## config.mk

```make
export PLATFORM = sky130hd
export DESIGN_NAME = tec_decoder
export DESIGN_NICKNAME = d
export VERILOG_FILES = /design/src/rtl/tec_pkg.sv /design/src/rtl/tec_copy_check.sv /design/src/rtl/tec_copy_select.sv /design/src/rtl/tec_sec_fix.sv /design/src/rtl/tec_decoder.sv
export SDC_FILE = /design/constraint.sdc
export NUM_CORES = 1
export LEC_CHECK = 0
export ABC_CLOCK_PERIOD_IN_PS = 1600
export BUFFER_PORTS_ARGS = -buffer_cell sky130_fd_sc_hd__buf_2
export CAP_MARGIN = 20
export CORE_MARGIN = 4
export CORE_UTILIZATION = 40
export CTS_BUF_LIST = sky130_fd_sc_hd__clkbuf_8
export CTS_CLUSTER_SIZE = 25
export DETAILED_ROUTE_END_ITERATION = 12
export GPL_ROUTABILITY_DRIVEN = 0
export SETUP_SLACK_MARGIN = 0.15
export SKIP_CTS_REPAIR_TIMING = 1
export SLEW_MARGIN = 20
export SYNTH_ARGS = -nofsm -noshare
export SYNTH_HDL_FRONTEND = slang
export SYNTH_SLANG_ARGS = --single-unit
```

## constraint.sdc

```tcl
create_clock -name clk -period 1.6 [get_ports clk]
set_input_delay 0.32 -clock clk [delete_from_list [all_inputs] [get_ports clk]]
set_output_delay 0.32 -clock clk [all_outputs]
set_load 0.005 [all_outputs]
```

## src/rtl/tec_pkg.sv

```systemverilog
package tec_pkg;
  localparam int DATA_W = 32;
  localparam int SYN_W  = 6;
  localparam int COPY_W = DATA_W + SYN_W;
  localparam int CODE_W = 2 * COPY_W + 1;

  typedef enum logic {
    PICK_A = 1'b0,
    PICK_B = 1'b1
  } pick_t;
endpackage

```

## src/rtl/tec_copy_check.sv

```systemverilog
module tec_copy_check
  import tec_pkg::*;
#(
  parameter int CPW = COPY_W,
  parameter int SW  = SYN_W
) (
  input  logic [CPW-1:0] copy_i,
  output logic [SW-1:0]  syn_o
);
  always_comb begin
    syn_o = '0;
    for (int p = 1; p <= CPW; p++) begin
      if (copy_i[p-1]) syn_o = syn_o ^ SW'(p);
    end
  end
endmodule

```

## src/rtl/tec_copy_select.sv

```systemverilog
module tec_copy_select
  import tec_pkg::*;
#(
  parameter int SW = SYN_W
) (
  input  logic [SW-1:0] syn_a_i,
  input  logic [SW-1:0] syn_b_i,
  input  logic          par_a_i,
  input  logic          p0_i,
  output pick_t         pick_o
);
  logic a_dirty, b_clean, odd_side_a;

  assign a_dirty    = |syn_a_i;
  assign b_clean    = ~|syn_b_i;
  assign odd_side_a = par_a_i ^ p0_i;

  always_comb begin
    if (a_dirty) begin
      // even count on A plus P0 means two hits there: B has at most one
      if (!odd_side_a)  pick_o = PICK_B;
      else if (b_clean) pick_o = PICK_B;
      else              pick_o = PICK_A;
    end else begin
      // zero syndrome with even count means A is intact
      if (!odd_side_a)  pick_o = PICK_A;
      else if (b_clean) pick_o = PICK_B;
      else              pick_o = PICK_A;
    end
  end
endmodule

```

## src/rtl/tec_sec_fix.sv

```systemverilog
module tec_sec_fix
  import tec_pkg::*;
#(
  parameter int DW = DATA_W,
  parameter int SW = SYN_W,
  localparam int CPW = DW + SW
) (
  input  logic [CPW-1:0] copy_i,
  input  logic [SW-1:0]  syn_i,
  output logic [DW-1:0]  data_o,
  output logic           fixed_o
);
  always_comb begin
    int j;
    j = 0;
    data_o = '0;
    for (int p = 1; p <= CPW; p++) begin
      if ((p & (p - 1)) != 0) begin
        data_o[j] = copy_i[p-1] ^ (syn_i == SW'(p));
        j++;
      end
    end
    fixed_o = |syn_i;
  end
endmodule

```

## src/rtl/tec_decoder.sv

```systemverilog
module tec_decoder
  import tec_pkg::*;
#(
  parameter int DW = DATA_W,
  parameter int SW = SYN_W,
  localparam int CPW = DW + SW,
  localparam int CDW = 2 * CPW + 1
) (
  input  logic           clk,
  input  logic           rst_n,
  input  logic           in_valid,
  output logic           in_ready,
  input  logic [CDW-1:0] in_code,
  output logic           out_valid,
  input  logic           out_ready,
  output logic [DW-1:0]  out_data,
  output logic           out_fixed
);
  logic [CPW-1:0] copies [2];
  logic [SW-1:0]  syns   [2];
  logic           par_a, p0;
  pick_t          pick;
  logic [CPW-1:0] sel_copy;
  logic [SW-1:0]  sel_syn;
  logic [DW-1:0]  fix_data;
  logic           fix_flag;
  logic           take;

  assign p0 = in_code[CDW-1];

  for (genvar c = 0; c < 2; c++) begin : g_copy
    assign copies[c] = in_code[c*CPW +: CPW];
    tec_copy_check #(.CPW(CPW), .SW(SW)) u_chk (
      .copy_i (copies[c]),
      .syn_o  (syns[c])
    );
  end

  assign par_a = ^copies[0];

  tec_copy_select #(.SW(SW)) u_sel (
    .syn_a_i (syns[0]),
    .syn_b_i (syns[1]),
    .par_a_i (par_a),
    .p0_i    (p0),
    .pick_o  (pick)
  );

  assign sel_copy = (pick == PICK_B) ? copies[1] : copies[0];
  assign sel_syn  = (pick == PICK_B) ? syns[1]   : syns[0];

  tec_sec_fix #(.DW(DW), .SW(SW)) u_fix (
    .copy_i  (sel_copy),
    .syn_i   (sel_syn),
    .data_o  (fix_data),
    .fixed_o (fix_flag)
  );

  assign in_ready = !out_valid || out_ready;
  assign take     = in_valid && in_ready;

  always_ff @(posedge clk or negedge rst_n) begin
    if (!rst_n) begin
      out_valid <= 1'b0;
      out_data  <= '0;
      out_fixed <= 1'b0;
    end else if (take) begin
      out_valid <= 1'b1;
      out_data  <= fix_data;
      out_fixed <= fix_flag;
    end else if (out_ready) begin
      out_valid <= 1'b0;
    end
  end
endmodule

```

Word level (Yosys, flattened, before mapping)
Index checks and enable logic that the tools add are counted.

cells by class
  $add $sub $neg = 0
  $mul = 0
  div/mod/pow operators = 0
  magnitude comparators = 0
  equality and inequality tests = 32
  shift-type cells = 0
  muxes and demuxes = 84
  bitwise operators = 107
  reductions and logical operators = 8

operators with widths
  kind                                           count
  two-way mux 5 bit                              32
  == test 6 x 5 -> 1 bit, second input constant  15
  two-way mux 6 bit                              15
  inverter 3 bit                                 26
  two-way mux 4 bit                              16
  inverter 2 bit                                 26
  == test 6 x 4 -> 1 bit, second input constant  7
  inverter 4 bit                                 10
  two-way mux 38 bit                             1
  XOR reduction 38 bit                           1
  == test 6 bit, second input constant           6
  bitwise XOR 1 bit                              33
  two-way mux 3 bit                              8
  == test 6 x 3 -> 1 bit, second input constant  3
  OR reduction 6 bit                             3
  inverter 1 bit, first input constant           10
  inverter 5 bit                                 2
  two-way mux 1 bit                              8
  two-way mux 2 bit                              4
  == test 6 x 2 -> 1 bit, second input constant  1
  nonzero test 2 bit                             1
  logical AND 1 bit                              1
  zero test 1 bit                                1
  logical OR 1 bit                               1

word-level totals
  bits in registers = 34
  latch bits = 0
  memory bits (writable) = 0
  ROM bits = 0
  bits of input ports = 81
  output and inout port bits = 35
  word-level logic and storage cells = 234
  memories kept = 0

Depth between registers and ports, before layout
  depth after elaboration = 77
  depth in mapped cells = 13
  mapped depth without buffers = 11

Hierarchy
Synthesis repeated with hierarchy kept, for this count alone.

second synthesis, totals
  cell total of the unflattened synthesis = 363
  area total of the unflattened synthesis = 4066.4 sq um

modules (own cells, without submodules)
  module           times used  cells each  area an instance (sq um)  seq. area each (sq um)
  tec_decoder      1           158         2097.0                    850.8
  tec_copy_check   2           55          605.6                     0.0
  tec_sec_fix      1           88          711.9                     0.0
  tec_copy_select  1           7           46.3                      0.0

Worst setup path after synthesis
OpenSTA, ideal clock, no wires.

  path kind = input to register
  start = input port in_code[64]
  end = register out_data[29]
  setup time = 66 ps
  data arrival time = 3294 ps
  required time = 1534 ps
  setup slack = -1760 ps
  stages = 12
  cells stage by stage = xnor3_1 -> xnor3_2 -> xnor3_1 -> nand2_1 -> nor4b_4 -> or2_1 -> buf_2 -> and3_4 -> o21ai_2 -> or4_1 -> a221oi_1 -> a221o_1

on the way
  longest elaborated chain between the ends = 24

RTL lines
  element                                                        line                                          RTL
  start, declared                                                tec_decoder.sv:13                             input logic [CDW-1:0] in_code,
  two-way mux 5 bit (*) (2 in series)                            tec_copy_check.sv:13                          if (copy_i[p-1]) syn_o = syn_o ^ SW'(p);
  inverter 4 bit (no line) or two-way mux 5 bit (tied branches)  n/a
  two-way mux 5 bit (*) (2 in series)                            tec_copy_check.sv:13
  inverter 5 bit (no line)                                       n/a
  two-way mux 5 bit (*)                                          tec_copy_check.sv:13
  two-way mux 6 bit (*)                                          tec_copy_check.sv:13
  inverter 2 bit (no line) or two-way mux 6 bit (tied branches)  n/a
  two-way mux 6 bit (*) (2 in series)                            tec_copy_check.sv:13
  [... 4 more ...]                                               n/a
  two-way mux 6 bit (*) (2 in series)                            tec_copy_check.sv:13
  OR reduction 6 bit                                             tec_copy_select.sv:15                         assign b_clean = ~|syn_b_i;
  two-way mux 1 bit                                              tec_copy_select.sv:22, tec_copy_select.sv:27
  two-way mux 1 bit (on tied branches)                           tec_copy_select.sv:26, tec_copy_select.sv:21
  two-way mux 1 bit                                              tec_copy_select.sv:19                         if (a_dirty) begin
  two-way mux 6 bit                                              tec_decoder.sv:50                             assign sel_syn = (pick == PICK_B) ? syns[1] : syns[0];
  == test 6 bit                                                  tec_sec_fix.sv:19                             data_o[j] = copy_i[p-1] ^ (syn_i == SW'(p));
  bitwise XOR 1 bit (*)                                          tec_sec_fix.sv:19
  end signal, assigned                                           tec_decoder.sv:69                             out_data <= fix_data;
  end, declared                                                  tec_decoder.sv:16                             output logic [DW-1:0] out_data,

Every way passes the cells marked *; elsewhere a longest branch is shown, timed or not.
A chain may end at the register's enable or synchronous reset.

Worst setup path in the final report
  start = input port in_code[29]
  end = register out_data[9]

on the way
  longest elaborated chain between the ends = 18

RTL lines
  element                                                        line                   RTL
  two-way mux 5 bit                                              tec_copy_check.sv:13
  inverter 5 bit (no line)                                       n/a
  two-way mux 5 bit                                              tec_copy_check.sv:13
  two-way mux 6 bit (2 in series)                                tec_copy_check.sv:13
  inverter 2 bit (no line) or two-way mux 6 bit (tied branches)  n/a
  two-way mux 6 bit                                              tec_copy_check.sv:13
  inverter 3 bit (no line) or inverter 2 bit (tied branches)     n/a
  two-way mux 6 bit                                              tec_copy_check.sv:13
  two-way mux 6 bit or inverter 3 bit (tied branches)            n/a
  two-way mux 6 bit                                              tec_copy_check.sv:13
  inverter 3 bit (no line)                                       n/a
  two-way mux 6 bit                                              tec_copy_check.sv:13
  OR reduction 6 bit                                             tec_copy_select.sv:14  assign a_dirty = |syn_a_i;
  two-way mux 1 bit                                              tec_copy_select.sv:19
  two-way mux 6 bit                                              tec_decoder.sv:50
  == test 6 x 4 -> 1 bit                                         tec_sec_fix.sv:19
  bitwise XOR 1 bit (*)                                          tec_sec_fix.sv:19

Marks and branches as above.

==> metrics.yaml <==
critical_path:
  crit_start: "in_code[29]"
  start_kind: "input pin"
  critPathArrivalTime_ns: 3.42
  worst-path-max-fanout: 8
  end_kind: "flop"
  reg2reg_depth: 4
  required_ns: 1.78
  slowest_stage: "xnor3_1"
  r2r_slack_ns: 0.43
  worst_path_most_repeated_cell: "xor2_1"
  r2r_start: "out_valid$_DFFE_PN0P_"
  setup.worst_path.class: "input pin to flop"
  r2r_end: "out_data[29]$_DFFE_PN0P_"
  critPathMaxStageDelay_ns: 0.49
  path_cells: "buf_2 -> xor2_1 -> buf_4 -> xnor2_1 -> xnor3_1 -> xor2_1 -> nor2_2 -> and2_2 -> o32a_1 -> or3_4 -> buf_12 -> nor3b_4 -> xor2_1 -> o21ai_1"
floorplanning:
  num_rows: 34
  die_h_microns: 104.5
  die_area_sq_um: 10910
  die_w_microns: 104.5
  start_util_pct: 41.87
  core_sq_um: 8891
  ios: 116
sta:
  timing.final.max_slew_violations: 0
  post-route-min-period_ns: 3.243
  finalSetupViolCount: 33
  fmax_ghz: 0.3083
  max_slew_margin_pct: 76.16
  period_share_pct: 202.7
  grt_setup_unrepaired: "yes"
  fin_hold_ws_ns: 0.2404
  hold_violations: 0
  skew_ns: 0.007100
  worst_slack_ns: -1.643
  tightest_slew_ns: 0.3507
clock_network:
  clock-sinks: 34
  htreeDepth: 2
  numCtsBuffers: 5
  root_buffer: "clkbuf_8"
  tritoncts: "built"
  cts_buffer_depth: 2
  clkSlewWorstSetupHoldPaths_ns: 0.08
  insertion_delay_ns: 0.30
placed_design:
  dpl.hpwl_microns: 10740
  placedCellCount: 713
  portBuffers: 115
yosys:
  synth-edff-count: 0
  postSynthAreaPerCell_sq_um: 9.770
  synthCells: 381
  syn-num-nets: 462
  synthFlopType: "dfrtp_1"
  ys_types: 41
  async_flop_share_pct: 100.0
  ys_ff_latch: 34
  syn_area_sq_um: 3722
  yosys_warnings: 0
  synth_seq_area_share_pct: 22.86
drt:
  drtIter0Drc: 216
  num_vias: 3759
  firstDrtPassIters: 4
  wl_per_cell_microns: 18.57
  vias_per_cell: 5.066
  final_antenna_net_count: 0
  routed_wl_microns: 13780
  route.detailed.drc: 0
min_path:
  hold_depth: 2
  hold_end: "out_valid$_DFFE_PN0P_"
  hold_path.class: "input pin to flop"
  min_from: "in_valid"
grt:
  grt_start_max_net_pins: 45
  grt_antenna_before_repair: 0
  grt_pass1_vias: 3645
  grt_pass1_wl_microns: 19300
  overflow: 0
  grtUsageTotal_pct: 22.58
layout:
  fin_cells: 742
  multiInputGateArea_sq_um: 3388
  final_cell_mix: "127 x buf_4, 111 x buf_2, 71 x xnor2_1, 37 x xor2_1, 35 x nand2_1"
  seq_area_sq_um: 850.8
  final_common_cell: "buf_4"
  syn_to_final_growth_pct: 70.55
  diodes: 0
  fin_util_pct: 71.40
  layout-drive-gt1-share_pct: 55.99
  nets: 714
  fillers: 650
outcome:
  failed_checks: "setup timing"
  status: "complete, but fails checks"
run:
  maxCapViolations: 0
==> metrics by stage <==
stage	setup TNS (ns)	cell area, sq um	setup WS, ns
global placement	-58.39	5480	-1.899
floorplan	-44.11	3881	-1.534
detailed placement	-61.40	5480	-2.026
CTS	-51.33	5618	-1.724
finish	-49.01	6349	-1.643
global route	-52.81	6349	-1.759
==> cell usage after synthesis, types with 2 or more instances <==
library cell | number | area [sq um]
o21ai_0 | 28 | 140.1
nor3b_1 | 8 | 60.06
nand2_1 | 39 | 146.4
mux2i_1 | 33 | 330.3
nor2_1 | 11 | 41.29
xnor2_1 | 88 | 770.7
xor2_1 | 41 | 359.1
clkbuf_1 | 10 | 37.54
dfrtp_1 | 34 | 850.8
nand2b_1 | 7 | 43.79
a21oi_1 | 3 | 15.01
and2_1 | 2 | 12.51
o21ai_1 | 5 | 25.02
nand3_1 | 2 | 10.01
xnor3_1 | 21 | 473.0
a32oi_1 | 2 | 17.52
nand3b_1 | 7 | 52.55
nor3_1 | 13 | 65.06
buf_2 | 5 | 25.02
==> metal layers <==
metal / vias to the layer above / track usage [%] / routed length (microns)
li1: 1804 / - / -
met1: 1804 / 31.27 / 5786
met2: 133 / 37.08 / 6789
met3: 18 / 3.911 / 893
met4: 0 / 4.558 / 310
met5: - / 0 / 0
==> final cells by class <==
cell class / instances / area share (%)
Sequential cell: 34 / 13.40
Clock buffer: 5 / 1.084
Multi-Input combinational cell: 332 / 53.37
Clock inverter: 3 / 1.084
Tap cell: 108 / 2.129
Timing Repair Buffer: 260 / 28.93
==> how the worst max path moves through the flow <==
stage                                           to  slack [ns]  depth (start not counted)
final                      out_data[9]$_DFFE_PN0P_       -1.64                         14
after global routing      out_data[29]$_DFFE_PN0P_       -1.76                         12
after CTS                 out_data[12]$_DFFE_PN0P_       -1.72                         13
after detailed placement  out_data[12]$_DFFE_PN0P_       -2.03                         13
after global placement    out_data[26]$_DFFE_PN0P_       -1.90                         13
after floorplan           out_data[29]$_DFFE_PN0P_       -1.53                         12
==> flip-flops by register name, summed over array words and instances, names as in the netlist <==
register	count
out_data	32
out_fixed	1
out_valid	1
==> worst max-delay path: cells and delay by family <==
family | cells | cell delay [ns]
buf+inv | 3 | 0.44
simple gates | 4 | 0.97
compound gates | 2 | 0.32
xor+xnor | 5 | 1.36
==> cell families (layout without fill, tap and decap cells) <==
| family | Yosys count | count (layout) | synth area share [%] |
|---|---|---|---|
| simple gates | 99 | 99 | 14.19 |
| mux | 33 | 33 | 8.874 |
| xor+xnor | 154 | 154 | 45.21 |
| buf+inv | 15 | 268 | 1.681 |
| compound gates | 46 | 46 | 7.193 |
| flops | 34 | 34 | 22.86 |
Power is left out: the tool's default activity adds up to more than one toggle a clock period on the data nets, which glitch-free logic cannot reach.
